==> src/rtl/half_mac_pkg.sv <==
package half_mac_pkg;

  typedef enum logic {
    MODE_HALF_HALF = 1'b0,
    MODE_WORD_HALF = 1'b1
  } mac_mode_e;

  typedef enum logic {
    HALF_LOW  = 1'b0,
    HALF_HIGH = 1'b1
  } half_sel_e;

endpackage

==> src/rtl/hm_half_pick.sv <==
module hm_half_pick #(
  parameter int W = 32
) (
  input  logic [W-1:0]   word_i,
  input  logic           high_i,
  output logic [W/2-1:0] half_o
);
  import half_mac_pkg::*;

  localparam int H = W / 2;

  half_sel_e which;

  function automatic logic [H-1:0] pick(input logic [W-1:0] w, input half_sel_e s);
    return (s == HALF_HIGH) ? w[W-1:H] : w[H-1:0];
  endfunction

  assign which  = half_sel_e'(high_i);
  assign half_o = pick(word_i, which);

endmodule

==> src/rtl/hm_product.sv <==
module hm_product #(
  parameter int W = 32
) (
  input  logic [W-1:0]   a_word_i,
  input  logic [W/2-1:0] x_half_i,
  input  logic [W/2-1:0] y_half_i,
  input  logic           wide_i,
  output logic [W-1:0]   addend_o
);
  localparam int H  = W / 2;
  localparam int PW = W + H;

  // Signed half times signed half; the product always fits in W bits.
  function automatic logic [W-1:0] mul_half_half(input logic [H-1:0] x, input logic [H-1:0] y);
    logic signed [W-1:0] xs;
    logic signed [W-1:0] ys;
    logic signed [W-1:0] p;
    xs = $signed({{H{x[H-1]}}, x});
    ys = $signed({{H{y[H-1]}}, y});
    p  = xs * ys;
    return p;
  endfunction

  // Signed word times signed half; keep the upper W bits of the PW-bit product.
  function automatic logic [W-1:0] mul_word_half(input logic [W-1:0] a, input logic [H-1:0] y);
    logic signed [PW-1:0] as_;
    logic signed [PW-1:0] ys;
    logic signed [PW-1:0] p;
    as_ = $signed({{H{a[W-1]}}, a});
    ys  = $signed({{W{y[H-1]}}, y});
    p   = as_ * ys;
    return p[PW-1:H];
  endfunction

  logic [W-1:0] p_hh;
  logic [W-1:0] p_wh;

  assign p_hh     = mul_half_half(x_half_i, y_half_i);
  assign p_wh     = mul_word_half(a_word_i, y_half_i);
  assign addend_o = wide_i ? p_wh : p_hh;

endmodule

==> src/rtl/hm_accum.sv <==
module hm_accum #(
  parameter int W = 32
) (
  input  logic [W-1:0] prod_i,
  input  logic [W-1:0] acc_i,
  output logic [W-1:0] sum_o,
  output logic         ovf_o
);

  function automatic logic [W-1:0] wrap_add(input logic [W-1:0] p, input logic [W-1:0] q);
    return p + q;
  endfunction

  // Same-sign addends producing an opposite-sign sum.
  function automatic logic add_overflows(input logic [W-1:0] p, input logic [W-1:0] q,
                                         input logic [W-1:0] s);
    return (p[W-1] == q[W-1]) && (s[W-1] != p[W-1]);
  endfunction

  assign sum_o = wrap_add(prod_i, acc_i);
  assign ovf_o = add_overflows(prod_i, acc_i, sum_o);

endmodule

==> src/rtl/half_mac.sv <==
module half_mac #(
  parameter int W = 32
) (
  input  logic         clk,
  input  logic         rst_n,
  input  logic         in_valid,
  input  logic         mode,
  input  logic         sel_x,
  input  logic         sel_y,
  input  logic [W-1:0] op_a,
  input  logic [W-1:0] op_b,
  input  logic [W-1:0] acc,
  input  logic         ovf_clr,
  output logic [W-1:0] res,
  output logic         res_valid,
  output logic         ovf_sticky
);
  import half_mac_pkg::*;

  localparam int H = W / 2;

  mac_mode_e    mode_e;
  logic         wide;
  logic [H-1:0] x_half;
  logic [H-1:0] y_half;
  logic [W-1:0] addend;
  logic [W-1:0] acc_sum;
  logic         sum_ovf;
  logic         ovf_event;

  logic [W-1:0] res_q;
  logic         vld_q;
  logic         flag_q;

  assign mode_e = mac_mode_e'(mode);
  assign wide   = (mode_e == MODE_WORD_HALF);

  hm_half_pick #(.W(W)) u_pick_x (
    .word_i (op_a),
    .high_i (sel_x),
    .half_o (x_half)
  );

  hm_half_pick #(.W(W)) u_pick_y (
    .word_i (op_b),
    .high_i (sel_y),
    .half_o (y_half)
  );

  hm_product #(.W(W)) u_product (
    .a_word_i (op_a),
    .x_half_i (x_half),
    .y_half_i (y_half),
    .wide_i   (wide),
    .addend_o (addend)
  );

  hm_accum #(.W(W)) u_accum (
    .prod_i (addend),
    .acc_i  (acc),
    .sum_o  (acc_sum),
    .ovf_o  (sum_ovf)
  );

  assign ovf_event = in_valid && sum_ovf;

  always_ff @(posedge clk or negedge rst_n) begin
    if (!rst_n) begin
      res_q  <= '0;
      vld_q  <= 1'b0;
      flag_q <= 1'b0;
    end else begin
      vld_q <= in_valid;
      if (in_valid) begin
        res_q <= acc_sum;
      end
      if (ovf_event) begin
        flag_q <= 1'b1;
      end else if (ovf_clr) begin
        flag_q <= 1'b0;
      end
    end
  end

  assign res        = res_q;
  assign res_valid  = vld_q;
  assign ovf_sticky = flag_q;

endmodule

==> config.mk <==
export PLATFORM = sky130hd
export DESIGN_NAME = half_mac
export DESIGN_NICKNAME = d
export VERILOG_FILES = /design/src/rtl/half_mac_pkg.sv /design/src/rtl/hm_half_pick.sv /design/src/rtl/hm_product.sv /design/src/rtl/hm_accum.sv /design/src/rtl/half_mac.sv
export SDC_FILE = /design/constraint.sdc
export NUM_CORES = 2
export LEC_CHECK = 0
export ABC_AREA = 0
export BUFFER_PORTS_ARGS = -buffer_cell sky130_fd_sc_hd__buf_2
export CAP_MARGIN = 20
export CORE_MARGIN = 2
export CORE_UTILIZATION = 35
export CTS_CLUSTER_SIZE = 10
export DETAILED_ROUTE_END_ITERATION = 6
export PLACE_DENSITY = 0.48
export SYNTH_ARGS = -nofsm -noshare
export SYNTH_HDL_FRONTEND = slang
export SYNTH_SLANG_ARGS = --single-unit
==> constraint.sdc <==
create_clock -name clk -period 2 [get_ports clk]
set_clock_uncertainty 0.2 [all_clocks]
set_input_delay 0.4 -clock clk [delete_from_list [all_inputs] [get_ports clk]]
set_output_delay 0.4 -clock clk [all_outputs]
set_load 0.03 [all_outputs]
Word-level counts from Yosys, hierarchy flattened. Index checks and enable logic that the tools add are counted.

Equal/unequal tests: 2. $add $sub $neg: 1. Reductions and logical operators: 3. Multiply operators: 2. Muxes and demuxes: 5.

Operators by type and width (number): $mul 32x16->48 (1); $add 32x32->32 (1); $mul 16x16->32 (1); $mux 16 (2); $mux 32 (1); $logic_and 1x1->1 (2); $mux 1 (2); $reduce_bool 2->1 (1); $eq 1x1->1 (1); $ne 1x1->1 (1).

Logic and storage cells: 16. Register bits after elaboration: 34. Input bits: 103.

Logic depth before layout (Yosys ltp).
Depth after elaboration: 8. Mapped depth: 41. Mapped depth without buffers: 38.

Cells and area by module. Synthesis repeated with hierarchy kept, for this count alone.

Cell total of the unflattened synthesis: 3502. Area total of the unflattened synthesis: 31352.6 sq um.

Modules (own cells, without submodules): hm_product (cells an instance 3127, area an instance 27518.9 sq um, times used 1); hm_accum (cells an instance 266, area an instance 1931.9 sq um, times used 1); half_mac (cells an instance 73, area an instance 1403.8 sq um, times used 1); hm_half_pick (cells an instance 18, area an instance 249.0 sq um, times used 2).

Worst setup path after synthesis. Ideal clock, no wire load.

Path type: input-to-reg. From: input sel_y. To: register res_q[31] (netlist: res[31]). Required time: 1.663 ns. Arrival time: 9.065 ns. Stages: 40. Setup slack: -7.402 ns. Cells stage by stage: buf_4 -> clkbuf_1 -> mux2_2 -> clkbuf_1 -> clkbuf_1 -> nand2_1 -> fa_1 -> inv_1 -> fa_1 -> inv_1 -> fa_1 -> inv_1 -> fa_1 -> fa_1 -> inv_1 -> fa_1 -> inv_1 -> ha_1 -> [4 not listed] -> a21o_1 -> a21oi_1 -> o21bai_1 -> a21oi_1 -> xor2_1 -> a21oi_1 -> ha_1 -> a21o_1 -> a21oi_1 -> o21a_1 -> o21ai_0 -> a211oi_1 -> o31ai_1 -> nand4_1 -> a22oi_1 -> xnor2_1 -> xnor2_1 -> a21oi_1.

Word-level cells in the longest chain between the ends: 4. Elaborated cells on any way between the ends: 5.

Ends and longest elaborated chain: start, declared (line half_mac.sv:9) `input logic sel_y,`; $mux 16 * (line hm_half_pick.sv:15) `return (s == HALF_HIGH) ? w[W-1:H] : w[H-1:0];`; $mul 32x16->48 or $mul 16x16->32 (tied branches) (line hm_product.sv:31, hm_product.sv:20); $mux 32 * (line hm_product.sv:40) `assign addend_o = wide_i ? p_wh : p_hh;`; $add 32x32->32 * (line hm_accum.sv:11) `return p + q;`; end signal, assigned (line half_mac.sv:75) `res_q <= acc_sum;`; end, declared (line half_mac.sv:31) `logic [W-1:0] res_q;`.

Mark *: on every way between the ends. The rest lies on a longest branch, timed or not. A chain may end at the register's enable or synchronous reset.

Worst setup path after layout. Same ends and word-level chain as after synthesis.

==> flow_summary.html <==
<table>
<tr><th>Metric</th><th>Value</th></tr>
<tr><th colspan="2">Detailed routing</th></tr>
<tr><td>Detail Route Antenna Nets</td><td>0</td></tr>
<tr><td>Highest routed metal layer</td><td>met5</td></tr>
<tr><td>Routed wire length on met3</td><td>3140 um</td></tr>
<tr><td>Post-DR vias/cell</td><td>4.64</td></tr>
<tr><td>Mean routed wirelength per cell</td><td>19.0 um</td></tr>
<tr><td>DR DRC count</td><td>0</td></tr>
<tr><td>Detailed-route wire length</td><td>just under 100000 um</td></tr>
<tr><td>Total via count in the routed design</td><td>24200</td></tr>
<tr><td>Post-Route M1 WL</td><td>45100 um</td></tr>
<tr><td>Met2 wirelength from detailed routing</td><td>48900 um</td></tr>
<tr><td>1st-iter DRT viols</td><td>1000</td></tr>
<tr><td>Number of detailed-route iterations in the first pass</td><td>5</td></tr>
<tr><th colspan="2">Cells and area</th></tr>
<tr><td>Most used cells in the layout excluding fill and tap cells</td><td>859 x sky130_fd_sc_hd__inv_1, 740 x sky130_fd_sc_hd__fa_1, 576 x sky130_fd_sc_hd__buf_4</td></tr>
<tr><td>Growth of design area from synthesis to finish</td><td>27.2%</td></tr>
<tr><td>Most common library cell in the layout ignoring fill and taps</td><td>sky130_fd_sc_hd__inv_1</td></tr>
<tr><td>Post-layout instance area</td><td>0.0385 sq mm</td></tr>
<tr><td>Final std cells w/o fill</td><td>5213</td></tr>
<tr><td>Share of final-layout standard cells stronger than drive strength 1</td><td>0.258</td></tr>
<tr><td>Util after Layout</td><td>0.451</td></tr>
<tr><td>Antenna cell count</td><td>0</td></tr>
<tr><td>Net count of the finished layout</td><td>~5000</td></tr>
<tr><th colspan="2">Setup path</th></tr>
<tr><td>CP dominant cell by count</td><td>sky130_fd_sc_hd__fa_1</td></tr>
<tr><td>Slowest CP cell</td><td>sky130_fd_sc_hd__fa_1</td></tr>
<tr><td>Peak per-stage delay on the critical path</td><td>roughly 0.53 ns</td></tr>
<tr><td>WP buf/inv</td><td>8</td></tr>
<tr><td>Type of destination of the critical path</td><td>flop</td></tr>
<tr><td>Reg2reg path depth</td><td>1</td></tr>
<tr><td>Signal arrival time at the worst endpoint</td><td>8.82 ns</td></tr>
<tr><td>Startpoint of the worst-slack reg-to-reg timing path</td><td>res[15]</td></tr>
<tr><td>Family with the most delay on the worst path</td><td>adder cells</td></tr>
<tr><td>Startpoint of the most critical setup path</td><td>sel_y</td></tr>
<tr><td>Maximum fanout encountered on the critical timing path</td><td>7</td></tr>
<tr><td>Setup crit end</td><td>res[31]</td></tr>
<tr><td>Register-to-register path setup slack</td><td>1.02 ns</td></tr>
<tr><td>Critical path startpoint category</td><td>input port</td></tr>
<tr><td>Count of cell instances traversed by the critical path</td><td>39</td></tr>
<tr><td>Type of the worst setup path</td><td>in2reg</td></tr>
<tr><td>Capture point of the worst reg-to-reg path</td><td>res[15]</td></tr>
<tr><td>Req. time, crit path</td><td>1.97 ns</td></tr>
<tr><th colspan="2">STA</th></tr>
<tr><td>Max frequency</td><td>113 MHz</td></tr>
<tr><td>Final Hold Fails</td><td>0</td></tr>
<tr><td>Time the final worst path needs with I/O delays and setup</td><td>8.85 ns</td></tr>
<tr><td>Total of endpoints with negative setup slack in the final report</td><td>33</td></tr>
<tr><td>Unrepaired setup endpoints after global routing</td><td>true</td></tr>
<tr><td>Fin. max-slew vios</td><td>0</td></tr>
<tr><td>Period utilization</td><td>4.43</td></tr>
<tr><td>Actual transition at the worst max-transition pin</td><td>approximately 0.62 ns</td></tr>
<tr><td>Relative slew slack</td><td>0.585</td></tr>
<tr><td>Final worst-path setup slack</td><td>-6.85 ns</td></tr>
<tr><th colspan="2">Global route</th></tr>
<tr><td>Overflow left after global routing</td><td>0</td></tr>
<tr><td>Global-route wire length before repair</td><td>158000 um</td></tr>
<tr><td>Tot GR Track Use</td><td>0.230</td></tr>
<tr><td>Vias in the first global route</td><td>26500</td></tr>
<tr><td>Antenna violations before repair</td><td>5</td></tr>
<tr><td>Largest net degree at the start of global routing</td><td>35</td></tr>
<tr><th colspan="2">Synthesis</th></tr>
<tr><td>Unique cell type count in the Yosys netlist</td><td>70</td></tr>
<tr><td>Number of warnings reported in the yosys synthesis log</td><td>0</td></tr>
<tr><td>Count of state elements after synthesis</td><td>34</td></tr>
<tr><td>Most common flop cell mapped by yosys</td><td>sky130_fd_sc_hd__dfrtp_1</td></tr>
<tr><td>Number of enable flip-flop cells after synthesis</td><td>0</td></tr>
<tr><td>Post-synthesis average cell area</td><td>8.83 sq um</td></tr>
<tr><td>Post-Syn Area</td><td>~0.03 sq mm</td></tr>
<tr><td>Syn Nets</td><td>about 4500</td></tr>
<tr><td>Post-Synthesis Cells</td><td>3430</td></tr>
<tr><td>Share of async-settable or async-resettable flops after synthesis</td><td>1.00</td></tr>
<tr><td>Portion of the post-synthesis area used by sequential elements</td><td>0.0281</td></tr>
<tr><th colspan="2">Job</th></tr>
<tr><td>Number of maximum-capacitance violations</td><td>0</td></tr>
<tr><th colspan="2">Place</th></tr>
<tr><td>IO Port Bufs</td><td>around 140</td></tr>
<tr><td>Final GP Congestion</td><td>roughly 0.88</td></tr>
<tr><td>Area post-placement</td><td>0.0366 sq mm</td></tr>
<tr><td>Number of cells in the design after placement</td><td>about 5000</td></tr>
<tr><td>Half-perimeter wire length after placement</td><td>about 87000 um</td></tr>
<tr><th colspan="2">Floorplanning</th></tr>
<tr><td>Effective utilization at floorplan</td><td>0.355</td></tr>
<tr><td>Area of the core</td><td>about 0.085 sq mm</td></tr>
<tr><td>Overall die area</td><td>0.0889 sq mm</td></tr>
<tr><td>Die H</td><td>a little under 300 um</td></tr>
<tr><td>Die span in x</td><td>298 um</td></tr>
<tr><td>Placement Rows</td><td>107</td></tr>
<tr><td>Number of primary I/O pins</td><td>137</td></tr>
<tr><th colspan="2">Status</th></tr>
<tr><td>Violations in the final reports</td><td>negative setup slack</td></tr>
<tr><td>Result of the run</td><td>complete, but fails checks</td></tr>
<tr><th colspan="2">Clock tree</th></tr>
<tr><td>CTS max path bufs</td><td>2</td></tr>
<tr><td>CTS Buf Count</td><td>5</td></tr>
<tr><td>Insertion delay of the later-clocked pin in the worst-skew pair</td><td>0.28 ns</td></tr>
<tr><td>Clock tree root buffer cell</td><td>sky130_fd_sc_hd__clkbuf_16</td></tr>
<tr><td>Clock slew at reported path FFs</td><td>0.06 ns</td></tr>
<tr><td>Number of sinks handled by clock tree synthesis</td><td>34</td></tr>
<tr><td>H-tree level count</td><td>2</td></tr>
<tr><td>TritonCTS clock tree</td><td>yes</td></tr>
<tr><th colspan="2">Hold path</th></tr>
<tr><td>Hold WC Path Type</td><td>in2reg</td></tr>
</table>
-- per-stage QoR --
stage | TNS, ns | hold WS (ns) | worst slack (ns)
floorplan | -192.65 | -0.0956 | -6.73
global placement | -216.42 | 0.269 | -7.35
detailed placement | -217.15 | 0.268 | -7.40
CTS | -201.17 | 0.104 | -6.84
global route | -210.96 | 0.120 | -7.23
finish | -201.81 | 0.109 | -6.85
-- worst min path at each step --
| stage | to | cells past startpoint | from | slack (ns) |
|---|---|---|---|---|
| finish | ovf_sticky | 2 | ovf_clr | 0.11 |
| global placement | res[29] | 2 | rst_n | 0.27 |
| floorplan | ovf_sticky | 0 | rst_n | -0.1 |
| CTS | ovf_sticky | 2 | ovf_clr | 0.10 |
| global route | ovf_sticky | 2 | ovf_clr | 0.12 |
| detailed placement | res[30] | 2 | rst_n | 0.27 |
-- repair_timing --
action	CTS	global route
resized for setup	150	119
endpoints found under the hold margin	34	0
setup endpoints to repair	33	33
hold buffers	1	0
pin swaps	90	80
cloned	4	1
setup buffers	41	22
-- synthesized netlist by cell type (3+ instances only) --
library cell,instances,area [sq um]
sky130_fd_sc_hd__a211o_1,4,35.0
sky130_fd_sc_hd__mux2i_1,33,330
sky130_fd_sc_hd__nor2b_1,43,269
sky130_fd_sc_hd__o22ai_1,3,18.8
sky130_fd_sc_hd__xnor2_1,70,613
sky130_fd_sc_hd__clkbuf_1,138,518
sky130_fd_sc_hd__o21ai_1,7,35.0
sky130_fd_sc_hd__nor3_1,12,60.1
sky130_fd_sc_hd__fa_1,748,15000
sky130_fd_sc_hd__and3_1,5,31.3
sky130_fd_sc_hd__dfrtp_1,34,851
sky130_fd_sc_hd__inv_1,876,3290
sky130_fd_sc_hd__o21a_1,11,82.6
sky130_fd_sc_hd__a21o_1,34,255
sky130_fd_sc_hd__o21bai_1,7,52.6
sky130_fd_sc_hd__nand2b_1,29,181
sky130_fd_sc_hd__a31oi_1,7,43.8
sky130_fd_sc_hd__nand4_1,7,43.8
sky130_fd_sc_hd__nand3_1,9,45.0
sky130_fd_sc_hd__o211ai_1,3,22.5
sky130_fd_sc_hd__o31ai_1,7,52.6
sky130_fd_sc_hd__buf_1,6,22.5
sky130_fd_sc_hd__o21ai_0,45,225
sky130_fd_sc_hd__a21oi_1,85,425
sky130_fd_sc_hd__a211oi_1,14,105
sky130_fd_sc_hd__or3_1,10,62.6
sky130_fd_sc_hd__nand2_1,512,1920
sky130_fd_sc_hd__ha_1,224,2800
sky130_fd_sc_hd__xor2_1,27,236
sky130_fd_sc_hd__nor2_1,154,578
sky130_fd_sc_hd__mux2_2,51,574
sky130_fd_sc_hd__and2_1,167,1040
-- final cells by class --
| type | instances | area, sq um |
|---|---|---|
| multi-input cells | 2379 | 26900 |
| clock buffers | 5 | 125 |
| clock inverters | 2 | 10.0 |
| flip-flops and latches | 34 | 851 |
| fillers | 8612 | 46900 |
| inverters | 876 | 3290 |
| well taps | 1144 | 1430 |
| repair buffers | 773 | 5890 |
-- logic make-up after synthesis --
| logic type | Yosys count | synth area share |
|---|---|---|
| buffers and inverters | 1021 | 0.127 |
| AO/OA/AOI/OAI | 258 | 0.0560 |
| XOR/XNOR | 97 | 0.0280 |
| multiplexers | 85 | 0.0304 |
| AND/OR/NAND/NOR | 963 | 0.144 |
| adder cells (fa/ha/maj) | 972 | 0.587 |
| flip-flops | 34 | 0.0281 |
-- routing by layer --
metal / GRT usage / up-vias
met5: 0 / -
met4: 0.0363 / 10
met3: 0.0134 / 77
met2: 0.394 / 432
met1: 0.327 / 12400
li1: - / 11300
-- sequential cells by signal, summed over array words and instances, names as in the netlist --
| name | flops |
|---|---|
| res | 32 |
| res_valid | 1 |
| ovf_sticky | 1 |
Power is not shown: default switching activity piles up to over one toggle a cycle in this logic, so the estimate is an artifact.
